`src/rtl/fps_pkg.sv`:
```
package fps_pkg;

  // Top-bit selection: program status beats erase status beats array data.
  function automatic logic poll_msb(input logic pgm_hit, input logic ers_hit,
                                    input logic susp, input logic tgt_msb,
                                    input logic arr_msb);
    if (pgm_hit)      return ~tgt_msb;
    else if (ers_hit) return susp;
    else              return arr_msb;
  endfunction

  // Busy whenever real or fake work is in progress; a suspended erase is idle.
  function automatic logic busy_of(input logic pgm_act, input logic ers_act,
                                   input logic susp, input logic swin,
                                   input logic lwin);
    return pgm_act | swin | lwin | (ers_act & ~susp);
  endfunction

endpackage

```
`src/rtl/fps_win_timer.sv`:
```
module fps_win_timer #(
  parameter int LEN = 2,
  localparam int CW = $clog2(LEN + 1)
) (
  input  logic clk,
  input  logic rst_n,
  input  logic start,
  input  logic tick,
  output logic active
);
  logic [CW-1:0] cnt;

  always_ff @(posedge clk) begin
    if (!rst_n)                 cnt <= '0;
    else if (start)             cnt <= CW'(LEN);
    else if (tick && cnt != '0) cnt <= cnt - 1'b1;
  end

  assign active = (cnt != '0);
endmodule

```
`src/rtl/fps_target_reg.sv`:
```
module fps_target_reg #(
  parameter int AW = 12,
  parameter int SW = 3,
  parameter int NSECT = 1 << SW
) (
  input  logic             clk,
  input  logic             rst_n,
  input  logic             pgm_go,
  input  logic [AW-1:0]    pgm_addr,
  input  logic             pgm_msb,
  input  logic             ers_go,
  input  logic [NSECT-1:0] sect_sel,
  input  logic [NSECT-1:0] sect_prot,
  output logic [AW-1:0]    pgm_addr_q,
  output logic             pgm_msb_q,
  output logic [NSECT-1:0] ers_mask_q,
  output logic             pgm_prot_go,
  output logic             ers_allprot_go
);
  logic [SW-1:0]    pgm_sect;
  logic [NSECT-1:0] live_sel;

  assign pgm_sect       = pgm_addr[AW-1 -: SW];
  assign live_sel       = sect_sel & ~sect_prot;
  assign pgm_prot_go    = pgm_go & sect_prot[pgm_sect];
  assign ers_allprot_go = ers_go & (|sect_sel) & ~(|live_sel);

  always_ff @(posedge clk) begin
    if (!rst_n) begin
      pgm_addr_q <= '0;
      pgm_msb_q  <= 1'b0;
      ers_mask_q <= '0;
    end else begin
      if (pgm_go) begin
        pgm_addr_q <= pgm_addr;
        pgm_msb_q  <= pgm_msb;
      end
      // All-protected erase keeps the whole selection as the status region.
      if (ers_go) ers_mask_q <= (live_sel == '0) ? sect_sel : live_sel;
    end
  end
endmodule

```
`src/rtl/flash_poll_status.sv`:
```
module flash_poll_status #(
  parameter int AW = 12,
  parameter int SW = 3,
  parameter int DW = 8,
  parameter int SHORT_TICKS = 2,
  parameter int LONG_TICKS = 100,
  localparam int NSECT = 1 << SW
) (
  input  logic             clk,
  input  logic             rst_n,
  input  logic             us_tick,
  input  logic             pgm_go,
  input  logic [AW-1:0]    pgm_addr,
  input  logic             pgm_msb,
  input  logic             pgm_active,
  input  logic             ers_go,
  input  logic             ers_active,
  input  logic             ers_susp,
  input  logic [NSECT-1:0] sect_sel,
  input  logic [NSECT-1:0] sect_prot,
  input  logic             oe_n,
  input  logic [AW-1:0]    rd_addr,
  input  logic [DW-1:0]    arr_data,
  output logic [DW-1:0]    dout,
  output logic             ry_by_n
);
  import fps_pkg::*;

  logic [AW-1:0]    tgt_addr;
  logic             tgt_msb;
  logic [NSECT-1:0] ers_mask;
  logic             pgm_prot_go, ers_allprot_go;
  logic             short_win, long_win;
  logic             pgm_hit, ers_hit;
  logic             msb_out;

  fps_target_reg #(.AW(AW), .SW(SW), .NSECT(NSECT)) u_tgt (
    .clk(clk), .rst_n(rst_n),
    .pgm_go(pgm_go), .pgm_addr(pgm_addr), .pgm_msb(pgm_msb),
    .ers_go(ers_go), .sect_sel(sect_sel), .sect_prot(sect_prot),
    .pgm_addr_q(tgt_addr), .pgm_msb_q(tgt_msb), .ers_mask_q(ers_mask),
    .pgm_prot_go(pgm_prot_go), .ers_allprot_go(ers_allprot_go)
  );

  fps_win_timer #(.LEN(SHORT_TICKS)) u_short (
    .clk(clk), .rst_n(rst_n), .start(pgm_prot_go), .tick(us_tick),
    .active(short_win)
  );

  fps_win_timer #(.LEN(LONG_TICKS)) u_long (
    .clk(clk), .rst_n(rst_n), .start(ers_allprot_go), .tick(us_tick),
    .active(long_win)
  );

  // Named hit events, brought out for the checker.
  assign pgm_hit = (pgm_active | short_win) & (rd_addr == tgt_addr);
  assign ers_hit = (ers_active | long_win) & ers_mask[rd_addr[AW-1 -: SW]];

  assign msb_out = poll_msb(pgm_hit, ers_hit, ers_susp, tgt_msb, arr_data[DW-1]);
  assign dout    = oe_n ? '0 : {msb_out, arr_data[DW-2:0]};
  assign ry_by_n = ~busy_of(pgm_active, ers_active, ers_susp, short_win, long_win);
endmodule

```
`config.mk`:
```
export PLATFORM = sky130hd
export DESIGN_NAME = flash_poll_status
export DESIGN_NICKNAME = d
export VERILOG_FILES = /design/src/rtl/fps_pkg.sv /design/src/rtl/fps_win_timer.sv /design/src/rtl/fps_target_reg.sv /design/src/rtl/flash_poll_status.sv
export SDC_FILE = /design/constraint.sdc
export NUM_CORES = 1
export LEC_CHECK = 0
export BUFFER_PORTS_ARGS = -buffer_cell sky130_fd_sc_hd__buf_2
export CAP_MARGIN = 15
export CORE_ASPECT_RATIO = 0.7
export CORE_UTILIZATION = 30
export CTS_CLUSTER_SIZE = 24
export DETAILED_ROUTE_END_ITERATION = 7
export PLACE_DENSITY = 0.62
export RECOVER_POWER = 25
export SKIP_LAST_GASP = 1
export SYNTH_ARGS = -nofsm -noshare
export SYNTH_HDL_FRONTEND = slang
export SYNTH_SLANG_ARGS = --single-unit
export TNS_END_PERCENT = 1
```
`constraint.sdc`:
```
create_clock -name clk -period 3.1 [get_ports clk]
set_input_delay 0.62 -clock clk [delete_from_list [all_inputs] [get_ports clk]]
set_output_delay 0.62 -clock clk [all_outputs]
set_load 0.02 [all_outputs]
```
==> results of run 1 <==
-- power groups by stage --
stage / combinational (mW) / sequential (mW) / clock, mW
6_report: 0.428 / 0.499 / 0.317
5_1_grt: 0.482 / 0.512 / 0.344
4_1_cts: 0.433 / 0.500 / 0.327
3_5_place_dp: 0.429 / 0.509 / 0
3_3_place_gp: 0.422 / 0.507 / 0
2_1_floorplan: 0.322 / 0.497 / 0
-- area by class of cell --
type / count / area [sq um] / area share, %
Timing Repair Buffer: 66 / 329.1 / 14.85
Tap cell: 72 / 90.09 / 4.065
Clock inverter: 1 / 5.005 / 0.2259
Sequential cell: 30 / 600.6 / 27.10
Multi-Input combinational cell: 137 / 1056 / 47.66
Clock buffer: 7 / 86.33 / 3.896
Inverter: 13 / 48.80 / 2.202
-- kinds of logic after synthesis --
logic type                 Yosys count
and+or+nand+nor                     62
DFF                                 30
buffers and inverters               21
muxes                               19
xor gates and xnor gates            19
AOI/OAI and AO/OA                   34
adders and majority gates            3
-- per-layer routing --
layer	share of wire, %	up-vias
met5	0	-
met4	0.33	0
met3	7.3	2
met2	38	52
met1	55	663
li1	-	788
-- path summary, 6_finish.rpt --
check	start	endpoint	cells after the start
max	u_long.cnt[0]	dout[7]	8
min	u_tgt.ers_mask_q[2]	u_tgt.ers_mask_q[2]	2
max reg2reg	u_long.cnt[0]	u_long.cnt[3]	7
min reg2reg	u_tgt.ers_mask_q[2]	u_tgt.ers_mask_q[2]	2
-- metrics by stage --
stage                     util, %  std cells  instance area [sq um]  worst slack (ps)  hold WS [ps]
after floorplan                 -        188                   1737             453.3         453.0
after global placement      39.40        318                   2126             324.4         464.5
after detailed placement    39.40        318                   2126             291.2         473.1
after CTS                   41.09        326                   2217             207.1         481.4
after global routing        41.07        326                   2216             99.82         502.3
final                       41.07        326                   2216             233.5         477.6
-- cell usage in the layout, fill, tap and decap left out, types with 6 or more instances in the layout --
master / n
mux2i_1: 17
nor2b_1: 23
nand2b_1: 9
buf_2: 65
xor2_1: 11
inv_1: 13
clkbuf_8: 6
dfxtp_1: 30
a21boi_0: 11
o211ai_1: 9
xnor2_1: 8
-- flip-flops by register name (all words and copies together), names as in the netlist --
register / count
u_tgt.pgm_msb_q: 1
u_tgt.pgm_addr_q: 12
u_short.cnt: 2
u_long.cnt: 7
u_tgt.ers_mask_q: 8
-- worst register-to-register path, delay by kind of cell (launching register included) --
family	cells	cell delay, ps
compound gates	1	320
fa+ha+maj	1	140
simple gates	3	680
buf+inv	1	80
flops	1	340
xor+xnor	1	160
==> qor.yml, run 1 <==
status: "finished, final reports clean"
endpoint_kind: "output port"
switchingPower_uw: 398.1
drv_cap: 0
clock_tree.root_cell: "clkbuf_8"
routed_via_density: 4.617
grtUsageTotal_pct: 13.15
synthMuxAreaShare_pct: 12.39
synth_nets: 249
path_class: "flip-flop to output port"
slew_headroom_pct: 30.61
core_area_sq_mm: 0.005395
ir_drop_v: 0.0001434
cts_setup_buffers: 0
cts.repair.resized: 0
r2r_setup_slack_ps: 1280
cts.path.max_buffers: 2
initial_core_util_pct: 32.19
layout_min_cycle_time_ps: 2867
use_met1_pct: 19.08
synth-edff-count: 0
clkSinkCount: 30
seqPwrFrac_pct: 40.1
worstSetupStartpointType: "flip-flop"
avgSynthCellArea_sq_um: 9.238
grt-ovfl-total: 0
syn-cell-area_sq_mm: 0.001737
synthCells: 188
synthTopCellsByCount: "dfxtp_1, nor2b_1, mux2i_1"
clkLatencyLatePin_ps: 270
cts_made_buffers: 5
synthAdderAreaFrac_pct: 2.161
antenna_cells: 0
grt_busiest_layer: "met1"
synth_top_cell_by_area: "dfxtp_1"
fin_skew_ps: 3.807
drc_errors: 0
grt_pass1_vias: 1345
wl_per_cell_um: 12.03
antenna_found_initial: 0
dr.pass1.iters: 4
clkPwrFrac_pct: 25.5
ant_nets: 0
hpwl_mm: 3.126
synth.top_cell.area_share_pct: 34.58
synthSimpleGateAreaFrac_pct: 21.69
setup_viol: 0
rows: 22
clk_pin_slew_worst_paths_ps: 70
synth_top_family_by_area: "simple AND/OR/NAND/NOR gates"
yosysSeqAreaShare_pct: 34.58
first_iter_violations: 24
slew_viol_final: 0
arrival_ps: 2250
synth-async-reset-ratio_pct: 0
synth.distinct_cells: 34
wl_mm: 3.922
cts_tree: "done"
synth_compound_area_share_pct: 14.99
hold_viol: 0
drive_gt1_share_pct: 29.92
die_area_sq_mm: 0.006102
rsz0062_at_grt: "no"
ys_warn_count: 0
portBuffers: 66
path_cells: "inv_1, ha_1, or3b_1, or2_1, o211a_1, nand2b_4, a221oi_2, buf_2"
hp-class: "flip-flop to flip-flop"
p_per_area_mw_per_mm2: 561.2
finalCritPeriodShare_pct: 92.47
crit_buf_inv: 2
ys_ff_latch: 30
synthToLayoutAreaGrowth_pct: 27.59
use_met2_pct: 18.57
total_power_mw: 1.244
setup_tns_ps: 0
num_vias: 1505
nFillCells: 578
use_met3_pct: 4.051
path_max_fanout: 4
die_height_um: 65.66
combPwrFrac_pct: 34.4
max_stage_delay_ps: 380
crit_path_top_delay_cell: "or3b_1"
tightest_slew_ps: 1041
cp_data_required_time_ps: 2480
synth_area_leaders: "dfxtp_1, mux2i_1, nor2b_1, xor2_1, a21boi_0"
die_x_um: 92.94
swShare_pct: 32.01
intPower_uw: 845.6
grt_pass1_wl_mm: 6.189
yosysMostFrequentCell: "dfxtp_1"
grt_start_max_net_pins: 31
power_leakage_nw: 1.019
io_pins: 67
place_congestion: 0.7782
nets: 314
path_delay_family: "simple AND/OR/NAND/NOR gates"
timing.fmax_mhz: 348.9
holdBufCountCts: 0
synth_ff_type: "dfxtp_1"
cts_max_level: 2
synthXorXnorAreaFrac_pct: 9.582
No activity file was read; power rests on OpenSTA's default activity.
==> run 2: changes to the inputs <==
REMOVE_ABC_BUFFERS = 1   (was default)
SLEW_MARGIN = 5   (was default)
==> run 2 against run 1 <==
Final cell count down 0.31%. Routed wire length grew 3.2%. Utilization fell by 0.23 points. Highest routed layer unchanged.
==> qor.yml, run 2 (synthesis results as in run 1) <==
power_leakage_nw: 1.014
cts.path.max_buffers: 2
setup_tns_ps: 0
final_cell_mix: "buf_2, dfxtp_1, nor2b_1, mux2i_1, inv_1"
layout_min_cycle_time_ps: 2920
holdBufCountCts: 0
crit_buf_inv: 2
combPwrFrac_pct: 35.6
top_register: "u_tgt.pgm_addr_q"
reg.largest.list: "u_tgt.pgm_addr_q x12, u_tgt.ers_mask_q x8, u_long.cnt x7"
dr.pass1.iters: 4
hp-class: "flip-flop to flip-flop"
endpoint_kind: "output port"
dpl_cell_area_sq_mm: 0.002126
antenna_found_initial: 0
initial_core_util_pct: 32.19
clk_pin_slew_worst_paths_ps: 60
clkSinkCount: 30
die_area_sq_mm: 0.006102
r2r_cells: 7
cts_made_buffers: 5
cp_data_required_time_ps: 2480
slew_viol_final: 0
grt_pass1_vias: 1414
synthToLayoutAreaGrowth_pct: 26.87
r2r-end: "u_long.cnt[4]"
num_vias: 1497
crit_path_top_delay_cell: "nor4_1"
crit_top_cell: "buf_2"
slew_headroom_pct: 31.81
drive_gt1_share_pct: 30.04
fin_util_pct: 40.84
p_per_area_mw_per_mm2: 555.6
hpwl_mm: 3.194
status: "finished, final reports clean"
arrival_ps: 2300
tightest_slew_ps: 1023
timing.fmax_mhz: 342.4
rsz0062_at_grt: "no"
r2r_setup_slack_ps: 1260
io_pins: 67
ir_drop_v: 0.0001963
final_cell_area_sq_mm: 0.002203
grt_pass1_wl_mm: 6.720
clkLatencyLatePin_ps: 270
hold_end: "u_tgt.ers_mask_q[6]"
r2r-start: "u_long.cnt[0]"
fin_skew_ps: 3.542
grt-ovfl-total: 0
cts_setup_buffers: 0
antenna_cells: 0
setup_viol: 0
grt_start_max_net_pins: 31
routed_via_density: 4.606
final_common_cell: "buf_2"
place_congestion: 0.7989
die_height_um: 65.66
cts_max_level: 2
wl_per_cell_um: 12.45
clock_tree.root_cell: "clkbuf_8"
cts.repair.resized: 0
die_x_um: 92.94
path_cells: "buf_2, xor2_1, nor4_1, nand4_1, o2bb2a_1, a221oi_2, buf_2"
swShare_pct: 33.23
portBuffers: 66
first_iter_violations: 26
path_max_fanout: 5
min_path_cells: 2
drc_errors: 0
ant_nets: 0
nets: 314
switchingPower_uw: 406.8
wl_mm: 4.046
hold_start: "u_tgt.ers_mask_q[6]"
max_stage_delay_ps: 420
core_area_sq_mm: 0.005395
cts_tree: "done"
finalCritPeriodShare_pct: 94.20
path_class: "input pin to output port"
path_delay_family: "simple AND/OR/NAND/NOR gates"
seqPwrFrac_pct: 40.9
largest_reg_flops: 12
hold_viol: 0
worstSetupStartpointType: "input pin"
intPower_uw: 817.4
drv_cap: 0
rows: 22
clkPwrFrac_pct: 23.5
hold_ws_ps: 482.7
grtUsageTotal_pct: 13.99
run 2: layout make-up:
| class | count | area [sq um] |
|---|---|---|
| repair buffers | 66 | 329.1 |
| clock inverters | 2 | 10.01 |
| fillers | 585 | 3192 |
| flip-flops and latches | 30 | 600.6 |
| well taps | 72 | 90.09 |
| multi-input cells | 137 | 1056 |
| clock buffers | 5 | 68.82 |
| inverters | 13 | 48.80 |
run 2: layer usage:
| layer | GRT usage (%) | share of wire, % | vias to the layer above |
|---|---|---|---|
| met4 | 2.885 | 0.32 | 0 |
| met5 | 0 | 0 | - |
| met3 | 4.051 | 6.6 | 4 |
| li1 | - | - | 788 |
| met2 | 18.84 | 38 | 45 |
| met1 | 21.38 | 55 | 660 |
run 2: how the worst max path moves through the flow:
stage | slack, ps | start | cells past startpoint | to
floorplan | 630 | u_long.cnt[0] | 7 | dout[7]
global placement | 250 | rd_addr[9] | 7 | dout[7]
detailed placement | 210 | rd_addr[9] | 7 | dout[7]
CTS | 180 | u_long.cnt[0] | 8 | dout[7]
global route | 30 | u_long.cnt[0] | 8 | dout[7]
finish | 180 | rd_addr[9] | 7 | dout[7]
run 2: power by group through the flow:
stage | combinational [mW] | sequential [mW] | clock [mW]
detailed placement | 0.435 | 0.509 | 0
floorplan | 0.312 | 0.497 | 0
global route | 0.497 | 0.511 | 0.320
finish | 0.436 | 0.501 | 0.287
global placement | 0.427 | 0.507 | 0
CTS | 0.440 | 0.500 | 0.302
run 2: worst min-delay path, stage by stage (launching register included):
cell,delay [ps]
dfxtp_1,310
nand2b_1,60
a21boi_0,60
run 2: through the flow:
| stage | setup slack [ps] | total power [mW] | std cells |
|---|---|---|---|
| 2_1_floorplan | 630.0 | 0.8084 | 180 |
| 4_1_cts | 178.4 | 1.242 | 325 |
| 6_report | 179.8 | 1.224 | 325 |
| 5_1_grt | 34.66 | 1.328 | 325 |
| 3_5_place_dp | 214.2 | 0.9440 | 318 |
| 3_3_place_gp | 252.1 | 0.9338 | 318 |
==> run 3: changes to the inputs <==
==> constraint.sdc (replaced) <==
create_clock -name clk -period 3.1 [get_ports clk]
set_input_delay 0.31 -clock clk [delete_from_list [all_inputs] [get_ports clk]]
set_output_delay 0.31 -clock clk [all_outputs]
set_load 0.02 [all_outputs]
==> run 3 against run 2 <==
First-iteration DRC count is 58% higher. Via count increased by 2.1%. Cell area grew 1.4%. Clock power rose by 35%. Die area unchanged. Highest routed layer unchanged.
==> qor.yml, run 3 (synthesis results as in run 1) <==
met3_length_um: 229
first_iter_violations: 41
cp_data_required_time_ps: 2790
drc_errors: 0
clk_pin_slew_worst_paths_ps: 70
setup_ws_ps: 567.3
holdBufCountCts: 0
top_register: "u_tgt.pgm_addr_q"
cts.repair.resized: 0
seqPwrFrac_pct: 38.2
max_stage_delay_ps: 370
setup_tns_ps: 0
clkPwrFrac_pct: 29.5
path_depth: 8
final_cell_area_sq_mm: 0.002233
crit_buf_inv: 2
p_per_area_mw_per_mm2: 587.9
drv_cap: 0
clock_tree.root_cell: "clkbuf_8"
slew_viol_final: 0
crit_path_top_delay_cell: "or3b_1"
min_path_cells: 3
dr.pass1.iters: 4
layout_min_cycle_time_ps: 2533
fin_skew_ps: 7.935
path_class: "flip-flop to output port"
die_area_sq_mm: 0.006102
final_common_cell: "buf_2"
status: "finished, final reports clean"
die_x_um: 92.94
portBuffers: 66
reg.largest.list: "u_tgt.pgm_addr_q x12, u_tgt.ers_mask_q x8, u_long.cnt x7"
synthToLayoutAreaGrowth_pct: 28.60
cts_setup_buffers: 0
dp_cells: 318
dpl_cell_area_sq_mm: 0.002126
intPower_uw: 902.3
arrival_ps: 2220
ir_drop_v: 0.0002061
cts_tree: "done"
grt_pass1_wl_mm: 6.582
drive_gt1_share_pct: 30.31
grtUsageTotal_pct: 13.89
nets: 314
path_cells: "inv_1, ha_1, or3b_1, or2_1, o211a_1, nand2b_4, a221oi_2, buf_2"
die_height_um: 65.66
core_area_sq_mm: 0.005395
wl_mm: 4.063
rsz0062_at_grt: "no"
clkLatencyLatePin_ps: 280
path_delay_family: "simple AND/OR/NAND/NOR gates"
hpwl_mm: 3.164
timing.fmax_mhz: 394.8
r2r_setup_slack_ps: 1300
setup_viol: 0
clkSinkCount: 30
wl_met2_mm: 1.606
dp_slack_ps: 865.1
largest_reg_flops: 12
slew_headroom_pct: 31.03
ant_nets: 0
hold_viol: 0
finalCritPeriodShare_pct: 81.70
num_vias: 1528
switchingPower_uw: 410.6
tightest_slew_ps: 1035
rows: 22
wl_per_cell_um: 12.46
final_cell_mix: "buf_2, dfxtp_1, nor2b_1, mux2i_1, inv_1"
combPwrFrac_pct: 32.3
grt-ovfl-total: 0
place_congestion: 0.7390
dr.max_layer_used: "met4"
crit_path_end: "dout[7]"
r2r-start: "u_long.cnt[0]"
grt_start_max_net_pins: 31
cts_made_buffers: 5
io_pins: 67
endpoint_kind: "output port"
cts.path.max_buffers: 2
antenna_found_initial: 0
antenna_cells: 0
power_leakage_nw: 1.028
r2r-end: "u_long.cnt[3]"
path_max_fanout: 4
crit_start: "u_long.cnt[0]"
worstSetupStartpointType: "flip-flop"
grt_pass1_vias: 1374
hp-class: "input pin to flip-flop"
wl_met1_mm: 2.205
cts_max_level: 2
instances_no_fill: 326
routed_via_density: 4.687
r2r_cells: 7
swShare_pct: 31.28
initial_core_util_pct: 32.19
==> run 3: cell types whose count changed in the layout (fill, tap and decap cells not counted) <==
cell	previous run	this run
bufinv_16	0	1
==> run 3: worst min-delay path: cells and delay by family <==
kind                   cells  cell delay [ps]
AND/OR/NAND/NOR            1               90
multiplexers               1               60
buffers and inverters      1               80
==> run 3: area by class of cell <==
cell class / instances / area (sq um)
flip-flops and latches: 30 / 600.6
inverters: 13 / 48.80
clock buffers: 5 / 68.82
multi-input cells: 137 / 1056
clock inverters: 3 / 40.04
fillers: 578 / 3162
well taps: 72 / 90.09
repair buffers: 66 / 329.1
==> run 3: how the worst min path moves through the flow <==
stage	start	end	slack (ps)
detailed placement	u_tgt.ers_mask_q[0]	u_tgt.ers_mask_q[0]	470
floorplan	rst_n	u_tgt.pgm_addr_q[0]	440
global placement	u_tgt.ers_mask_q[1]	u_tgt.ers_mask_q[1]	470
finish	pgm_addr[8]	u_tgt.pgm_addr_q[8]	280
global route	pgm_msb	u_tgt.pgm_msb_q	280
CTS	pgm_msb	u_tgt.pgm_msb_q	270
==> run 3: layer usage <==
layer	vias up	GRT usage, %
li1	784	-
met1	688	21.06
met2	51	18.57
met4	0	4.038
met3	5	3.819
met5	-	0
==> run 3: power groups by stage <==
stage,clock network (mW),registers (mW),logic (mW)
after global placement,0,0.509,0.420
after CTS,0.399,0.501,0.429
after global routing,0.418,0.511,0.481
after floorplan,0,0.497,0.312
after detailed placement,0,0.510,0.426
final,0.387,0.502,0.424
==> run 3: metrics by stage <==
stage          power, mW  hold WS, ps  utilization (%)
6_report           1.313        283.8            41.40
5_1_grt            1.410        276.7            41.40
4_1_cts            1.329        274.5            41.42
3_5_place_dp      0.9357        470.0            39.40
3_3_place_gp      0.9287        466.3            39.40
2_1_floorplan     0.8084        438.2                -
